**config.mk**
```make
export PLATFORM = sky130hd
export DESIGN_NAME = cfg_eeprom_loader
export DESIGN_NICKNAME = d
export VERILOG_FILES = /design/src/rtl/cfg_ee_pkg.sv /design/src/rtl/ee_shift.sv /design/src/rtl/ee_seq.sv /design/src/rtl/cfg_regs.sv /design/src/rtl/cfg_eeprom_loader.sv
export SDC_FILE = /design/constraint.sdc
export NUM_CORES = 1
export LEC_CHECK = 0
export CELL_PAD_IN_SITES_DETAIL_PLACEMENT = 1
export CELL_PAD_IN_SITES_GLOBAL_PLACEMENT = 1
export CORE_MARGIN = 4
export CORE_UTILIZATION = 45
export DETAILED_ROUTE_END_ITERATION = 7
export HOLD_SLACK_MARGIN = 0.15
export PLACE_DENSITY_LB_ADDON = 0.12
export SYNTH_ARGS = -nofsm -noshare
export SYNTH_HDL_FRONTEND = slang
export SYNTH_SLANG_ARGS = --single-unit
export TNS_END_PERCENT = 100
```
**constraint.sdc**
```tcl
create_clock -name clk_i -period 2.77 [get_ports clk_i]
set_input_delay 0.277 -clock clk_i [delete_from_list [all_inputs] [get_ports clk_i]]
set_output_delay 0.277 -clock clk_i [all_outputs]
set_load 0.005 [all_outputs]
```
**src/rtl/cfg_ee_pkg.sv**
```systemverilog
package cfg_ee_pkg;
  localparam logic [1:0] OP_RD = 2'b10;
  localparam logic [1:0] OP_WR = 2'b01;
  localparam logic [1:0] OP_EN = 2'b00;

  localparam logic [2:0] RA_CTRL = 3'd0;
  localparam logic [2:0] IDX_GP  = 3'd5;  // word index of general-purpose reg
  localparam logic [2:0] IDX_TOP = 3'd4;  // last word of a full transfer

  typedef enum logic [1:0] {SH_IDLE, SH_LOW, SH_HIGH, SH_GAP} sh_st_e;
  typedef enum logic [1:0] {SQ_IDLE, SQ_EN, SQ_XFER, SQ_WAIT} sq_st_e;
endpackage

```
**src/rtl/ee_shift.sv**
```systemverilog
module ee_shift
  import cfg_ee_pkg::*;
#(
  parameter int FW   = 25,
  parameter int DW   = 16,
  parameter int HALF = 400,
  localparam int NW  = $clog2(FW + 1),
  localparam int CW  = $clog2(HALF + 1)
) (
  input  logic          clk_i,
  input  logic          rst_ni,
  input  logic          go_i,
  input  logic [NW-1:0] nbits_i,
  input  logic [FW-1:0] frame_i,
  input  logic          do_i,
  output logic          sk_o,
  output logic          cs_o,
  output logic          di_o,
  output logic          done_o,
  output logic [DW-1:0] rx_o
);
  sh_st_e        st_q;
  logic [CW-1:0] div_q;
  logic [NW-1:0] cnt_q, nb_q;
  logic [FW-1:0] sr_q;
  logic [DW-1:0] rx_q;
  logic          sk_q, cs_q, done_q;

  wire half_end = (div_q == CW'(HALF - 1));

  always_ff @(posedge clk_i or negedge rst_ni) begin
    if (!rst_ni) begin
      st_q   <= SH_IDLE;
      div_q  <= '0;
      cnt_q  <= '0;
      nb_q   <= '0;
      sr_q   <= '0;
      rx_q   <= '0;
      sk_q   <= 1'b0;
      cs_q   <= 1'b0;
      done_q <= 1'b0;
    end else begin
      done_q <= 1'b0;
      div_q  <= half_end ? '0 : div_q + 1'b1;
      unique case (st_q)
        SH_IDLE: begin
          div_q <= '0;
          if (go_i) begin
            cs_q  <= 1'b1;
            sr_q  <= frame_i;
            nb_q  <= nbits_i;
            cnt_q <= '0;
            st_q  <= SH_LOW;
          end
        end
        SH_LOW: if (half_end) begin
          sk_q <= 1'b1;
          rx_q <= {rx_q[DW-2:0], do_i};
          st_q <= SH_HIGH;
        end
        SH_HIGH: if (half_end) begin
          sk_q <= 1'b0;
          if (cnt_q == nb_q - 1'b1) begin
            cs_q <= 1'b0;
            st_q <= SH_GAP;
          end else begin
            cnt_q <= cnt_q + 1'b1;
            sr_q  <= {sr_q[FW-2:0], 1'b0};
            st_q  <= SH_LOW;
          end
        end
        SH_GAP: if (half_end) begin
          done_q <= 1'b1;
          st_q   <= SH_IDLE;
        end
        default: st_q <= SH_IDLE;
      endcase
    end
  end

  assign sk_o   = sk_q;
  assign cs_o   = cs_q;
  assign di_o   = sr_q[FW-1];
  assign done_o = done_q;
  assign rx_o   = rx_q;
endmodule

```
**src/rtl/ee_seq.sv**
```systemverilog
module ee_seq
  import cfg_ee_pkg::*;
#(
  parameter int SEL_W   = 3,
  parameter int AW      = 6,
  parameter int DW      = 16,
  parameter int WR_WAIT = 2000000,
  parameter int IA_BASE = 32,
  localparam int FW     = 3 + AW + DW,
  localparam int NW     = $clog2(FW + 1),
  localparam int WCW    = $clog2(WR_WAIT + 1)
) (
  input  logic             clk_i,
  input  logic             rst_ni,
  input  logic [SEL_W-1:0] strap_i,
  input  logic             rd_req_i,
  input  logic             wr_req_i,
  input  logic             single_i,
  input  logic [AW-1:0]    ptr_i,
  input  logic [DW-1:0]    st_data_i,
  input  logic             sh_done_i,
  output logic             busy_o,
  output logic             go_o,
  output logic [NW-1:0]    nbits_o,
  output logic [FW-1:0]    frame_o,
  output logic [2:0]       idx_o,
  output logic             ld_o
);
  sq_st_e         st_q;
  logic           go_q, wr_q, full_q;
  logic [2:0]     idx_q;
  logic [WCW-1:0] wcnt_q;
  logic [AW-1:0]  wa;

  wire last = !full_q || (idx_q == IDX_TOP);

  always_comb begin
    if (idx_q == IDX_GP)    wa = ptr_i;
    else if (idx_q < 3'd2)  wa = AW'({strap_i, idx_q[1:0]});
    else                    wa = AW'(IA_BASE) + AW'(idx_q - 3'd2);
  end

  always_comb begin
    if (st_q == SQ_EN) begin
      frame_o = {1'b1, OP_EN, 2'b11, {(AW-2){1'b0}}, {DW{1'b0}}};
      nbits_o = NW'(3 + AW);
    end else begin
      frame_o = {1'b1, (wr_q ? OP_WR : OP_RD), wa, (wr_q ? st_data_i : {DW{1'b0}})};
      nbits_o = NW'(FW);
    end
  end

  always_ff @(posedge clk_i or negedge rst_ni) begin
    if (!rst_ni) begin
      st_q   <= SQ_XFER;  // boot-time reload
      go_q   <= 1'b1;
      wr_q   <= 1'b0;
      full_q <= 1'b1;
      idx_q  <= '0;
      wcnt_q <= '0;
    end else begin
      go_q <= 1'b0;
      unique case (st_q)
        SQ_IDLE: begin
          if (rd_req_i || wr_req_i) begin
            st_q   <= rd_req_i ? SQ_XFER : SQ_EN;
            wr_q   <= !rd_req_i;
            go_q   <= 1'b1;
            full_q <= !single_i;
            idx_q  <= single_i ? IDX_GP : 3'd0;
          end
        end
        SQ_EN: if (sh_done_i) begin
          st_q <= SQ_XFER;
          go_q <= 1'b1;
        end
        SQ_XFER: if (sh_done_i) begin
          if (wr_q) begin
            st_q   <= SQ_WAIT;
            wcnt_q <= '0;
          end else if (last) begin
            st_q <= SQ_IDLE;
          end else begin
            idx_q <= idx_q + 3'd1;
            go_q  <= 1'b1;
          end
        end
        SQ_WAIT: begin
          if (wcnt_q == WCW'(WR_WAIT - 1)) begin
            if (last) st_q <= SQ_IDLE;
            else begin
              idx_q <= idx_q + 3'd1;
              st_q  <= SQ_EN;
              go_q  <= 1'b1;
            end
          end else begin
            wcnt_q <= wcnt_q + 1'b1;
          end
        end
        default: st_q <= SQ_IDLE;
      endcase
    end
  end

  assign busy_o = (st_q != SQ_IDLE);
  assign go_o   = go_q;
  assign idx_o  = idx_q;
  assign ld_o   = (st_q == SQ_XFER) && sh_done_i && !wr_q;
endmodule

```
**src/rtl/cfg_regs.sv**
```systemverilog
module cfg_regs
  import cfg_ee_pkg::*;
#(
  parameter int DW = 16
) (
  input  logic              clk_i,
  input  logic              rst_ni,
  input  logic              we_i,
  input  logic [2:0]        addr_i,
  input  logic [DW-1:0]     wdata_i,
  input  logic              busy_i,
  input  logic              ld_i,
  input  logic [2:0]        ld_idx_i,
  input  logic [DW-1:0]     ld_data_i,
  output logic [DW-1:0]     rdata_o,
  output logic              rd_req_o,
  output logic              wr_req_o,
  output logic              single_o,
  output logic [7:1][DW-1:0] regs_o
);
  logic [7:1][DW-1:0] reg_q;
  logic               sel_q;

  wire acc     = we_i && !busy_i;
  wire ctrl_wr = acc && (addr_i == RA_CTRL);

  assign rd_req_o = ctrl_wr && wdata_i[0];
  assign wr_req_o = ctrl_wr && !wdata_i[0] && wdata_i[1];
  assign single_o = wdata_i[2];

  always_ff @(posedge clk_i or negedge rst_ni) begin
    if (!rst_ni) begin
      reg_q <= '0;
      sel_q <= 1'b0;
    end else begin
      if (acc) begin
        if (addr_i == RA_CTRL) sel_q <= wdata_i[2];
        else                   reg_q[addr_i] <= wdata_i;
      end
      if (ld_i) reg_q[ld_idx_i + 3'd1] <= ld_data_i;
    end
  end

  always_comb begin
    if (addr_i == RA_CTRL) rdata_o = {{(DW-3){1'b0}}, sel_q, busy_i, busy_i};
    else                   rdata_o = reg_q[addr_i];
  end

  assign regs_o = reg_q;
endmodule

```
**src/rtl/cfg_eeprom_loader.sv**
```systemverilog
module cfg_eeprom_loader
  import cfg_ee_pkg::*;
#(
  parameter int SEL_W   = 3,
  parameter int AW      = 6,
  parameter int DW      = 16,
  parameter int SK_HALF = 400,
  parameter int WR_WAIT = 2000000,
  parameter int IA_BASE = 32
) (
  input  logic             clk_i,
  input  logic             rst_ni,
  input  logic [SEL_W-1:0] strap_sel_i,
  input  logic             reg_we_i,
  input  logic [2:0]       reg_addr_i,
  input  logic [DW-1:0]    reg_wdata_i,
  output logic [DW-1:0]    reg_rdata_o,
  output logic             ee_sk_o,
  output logic             ee_cs_o,
  output logic             ee_di_o,
  input  logic             ee_do_i,
  output logic [DW-1:0]    cfg_o,
  output logic [DW-1:0]    base_o,
  output logic [3*DW-1:0]  mac_o
);
  localparam int FW = 3 + AW + DW;
  localparam int NW = $clog2(FW + 1);

  logic               busy, go, sh_done, ld, rd_req, wr_req, single;
  logic [NW-1:0]      nbits;
  logic [FW-1:0]      frame;
  logic [2:0]         idx;
  logic [DW-1:0]      rx;
  logic [7:1][DW-1:0] regs;

  cfg_regs #(.DW(DW)) u_regs (
    .clk_i, .rst_ni,
    .we_i(reg_we_i), .addr_i(reg_addr_i), .wdata_i(reg_wdata_i),
    .busy_i(busy), .ld_i(ld), .ld_idx_i(idx), .ld_data_i(rx),
    .rdata_o(reg_rdata_o), .rd_req_o(rd_req), .wr_req_o(wr_req),
    .single_o(single), .regs_o(regs)
  );

  ee_seq #(.SEL_W(SEL_W), .AW(AW), .DW(DW), .WR_WAIT(WR_WAIT), .IA_BASE(IA_BASE)) u_seq (
    .clk_i, .rst_ni,
    .strap_i(strap_sel_i), .rd_req_i(rd_req), .wr_req_i(wr_req), .single_i(single),
    .ptr_i(regs[7][AW-1:0]), .st_data_i(regs[idx + 3'd1]), .sh_done_i(sh_done),
    .busy_o(busy), .go_o(go), .nbits_o(nbits), .frame_o(frame), .idx_o(idx), .ld_o(ld)
  );

  ee_shift #(.FW(FW), .DW(DW), .HALF(SK_HALF)) u_shift (
    .clk_i, .rst_ni,
    .go_i(go), .nbits_i(nbits), .frame_i(frame), .do_i(ee_do_i),
    .sk_o(ee_sk_o), .cs_o(ee_cs_o), .di_o(ee_di_o), .done_o(sh_done), .rx_o(rx)
  );

  assign cfg_o  = regs[1];
  assign base_o = regs[2];
  assign mac_o  = {regs[5], regs[4], regs[3]};
endmodule

```
==> results.toml <==
[floorplan]
fp-row-count = 60
start_util_pct = 45.6
die_w_um = 173
io_pins = 125
die_h_um = 173
core_sq_mm = 0.0268
die_area_sq_mm = 0.0299

[global_routing]
overflow = 0
antenna_found_initial = 0
grt_max_degree = 64
grt_use_total_pct = 26.8
grt_pass1_wl_um = 64100
first_global_vias = 10377

[clock_tree]
cts-htree-levels = 1
cts-root-buf = "clkbuf_16"
clk_pin_slew_ns = 0.06
cts_tree = "built"
cts_made_buffers = 24
clk-insertion-delay-late_ns = 0.53
clock_sinks = 204
cts_setup_buffers = 0
cts.path.max_buffers = 3

[yosys]
synth_top_area_share_pct = 41.2
synth_async_sr_flop_share_pct = 100
synthTopCellsByArea = "dfrtp_1 41%, mux2i_1 10%, mux2_2 7.0%"
avgSynthCellArea_sq_um = 9.57
yosysSeqAreaShare_pct = 41.8
synth-edff-count = 0
yosysTopAreaCell = "dfrtp_1"
yosysUniqueCellTypes = 73
synthFlopType = "dfrtp_1"
syn_nets = 1311
ys_seq_elements = 204
yosysWarnings = 0
netlist_instances = 1277
syn-cell-area_sq_mm = 0.0122

[layout]
insertedDiodeCount = 0
drive_gt1_share_pct = 16.7
fillers = 2967
syn_to_final_growth_pct = 17.5
layout_commonest_cell = "dfrtp_1"
final_core_utilization_pct = 53.6
fin_nets = 1356
mostFrequentLayoutCells = "200 x dfrtp_1, 141 x a21oi_1, 128 x mux2i_1"

[sta]
rsz0062_at_grt = "false"
worstMarginPinSlew_ns = 0.908
setup_viol = 0
period_needed_ns = 2.70
period_share_pct = 97.6
finClkSkew_ns = 0.0203
fmax_mhz = 370
setup_tns_ns = 0
slew-limit-headroom_pct = 39.5
hold_violations = 0
final_max_slew_viol_count = 0

[worst_setup_path]
cp_max_fo = 18
r2r_end = "u_seq.wcnt_q[15]$_DFFE_PN0P_"
worstSetupPathType = "register to output port"
critical_path_required_ns = 2.49
setup.worst_path.end_class = "output port"
start_kind = "register"
rr_worst_depth = 8
arrival_ns = 2.43
r2r_slack_ns = 0.43
r2r_start = "u_seq.wcnt_q[0]$_DFFE_PN0P_"

[run_status]
status = "complete, no violations"

[power_and_ir_drop]
power_density_mw_per_mm2 = 987
ir_drop_mv = 0.633
p_leak_nw = 6.65
p_total_w = 0.0142

[detailed_routing]
drtIter0Drc = 815
drc = 0
avgRoutedWirePerCell_um = 24.3
first_pass_iters = 7
dr_total_vias = 10151
final_antenna_net_count = 0
viasPerCell = 6.05
drt-total-wl_um = 40700

[placement]
place_hpwl_um = 28100
place_congestion = 0.873
numPortBuffers = 124

[hold_path]
hp-class = "primary input to asynchronous set/reset pin"

[job]
cap_viol_max_count = 0
==> synth_stat cells (10+ instances only) <==
library cell and count:
and2_1 10, buf_4 87, mux2_2 76, dfrtp_1 201, mux2i_1 128, a22oi_1 33, a22o_1 10, a221o_1 15
buf_2 19, a21oi_1 141, buf_1 15, nand3_1 25, clkbuf_1 53, nor2_1 125, nand2_1 103, o21ai_0 61
inv_1 18
==> repair_timing <==
item / CTS / global route
gates resized for setup: 2 / 3
hold buffers: 1 / 0
endpoints found under the hold margin: 59 / 0
setup endpoints to repair: 2 / 3
pin swaps: 0 / 3
==> worst max path at each step <==
stage	end	cells past startpoint	start	slack [ns]
after floorplan	u_shift.sr_q[10]$_DFFE_PN0P_	9	u_seq.idx_o[0]$_DFFE_PN0P_	0.59
after global placement	reg_rdata_o[0]	6	reg_addr_i[2]	0.04
after detailed placement	reg_rdata_o[0]	6	reg_addr_i[2]	0.04
after CTS	reg_rdata_o[0]	6	reg_addr_i[2]	0.03
after global routing	reg_rdata_o[13]	9	reg_addr_i[2]	0.004
final	reg_rdata_o[1]	4	u_seq.st_q[1]$_DFFE_PN1P_	0.07
==> stage by stage <==
stage	std cells	worst slack (ns)	instance area (sq um)	hold WS, ns
after floorplan	1277	0.585	12200	-0.0186
after global placement	1636	0.0359	13500	0.326
after detailed placement	1636	0.0407	13500	0.317
after CTS	1679	0.0270	14400	0.343
after global routing	1679	0.00397	14400	0.368
final	1679	0.0667	14400	0.326
==> critical path, cell delays in order, from the launching register on <==
cell,delay [ns]
dfstp_4,0.54
or2_2,0.33
mux4_2,0.46
mux2_2,0.28
dlygate4sd2_1,0.29
==> flip-flops by register name, summed over array words and instances, names as in the netlist <==
name	cells
u_regs.regs_o	112
u_regs.sel_q	1
u_seq.full_q	1
u_seq.go_o	1
u_seq.idx_o	3
u_seq.st_q	2
u_seq.wcnt_q	21
u_seq.wr_q	1
u_shift.cnt_q	5
u_shift.cs_o	1
u_shift.div_q	9
u_shift.done_o	1
u_shift.nb_q	2
u_shift.rx_o	16
u_shift.sk_o	1
u_shift.sr_q	25
u_shift.st_q	2
==> kinds of logic (layout without fill, tap and decap cells) <==
kind of cell	after synthesis	after routing	share of synthesized area (%)
DFF	204	204	41.8
and+or+nand+nor	324	324	12.4
muxes	211	211	18.8
xor gates and xnor gates	13	13	0.993
adders and majority gates	8	8	0.819
buffers and inverters	196	257	9.07
AOI/OAI and AO/OA	321	321	16.1
==> routing by layer <==
layer	global-route usage (%)	part of all wire (%)
met5	0	0
met4	5.52	1.9
met3	3.65	5.6
met2	42.6	46
met1	39.4	46
==> report_power, final <==
part / internal, W / switching [W]
logic: 0.00303 / 0.00250
registers: 0.00388 / 0.00125
clock network: 0.00219 / 0.00133
total: 0.00910 / 0.00508
==> layout make-up <==
cell class                      instances  area [sq um]  area share (%)
Multi-Input combinational cell        877          6010            41.9
Inverter                               19          71.3           0.496
Timing Repair Buffer                  196          1870            13.0
Tap cell                              341           427            2.97
Clock inverter                          9           148            1.03
Clock buffer                           33           726            5.05
Sequential cell                       204          5110            35.6
(Power assumes the default switching activity.)
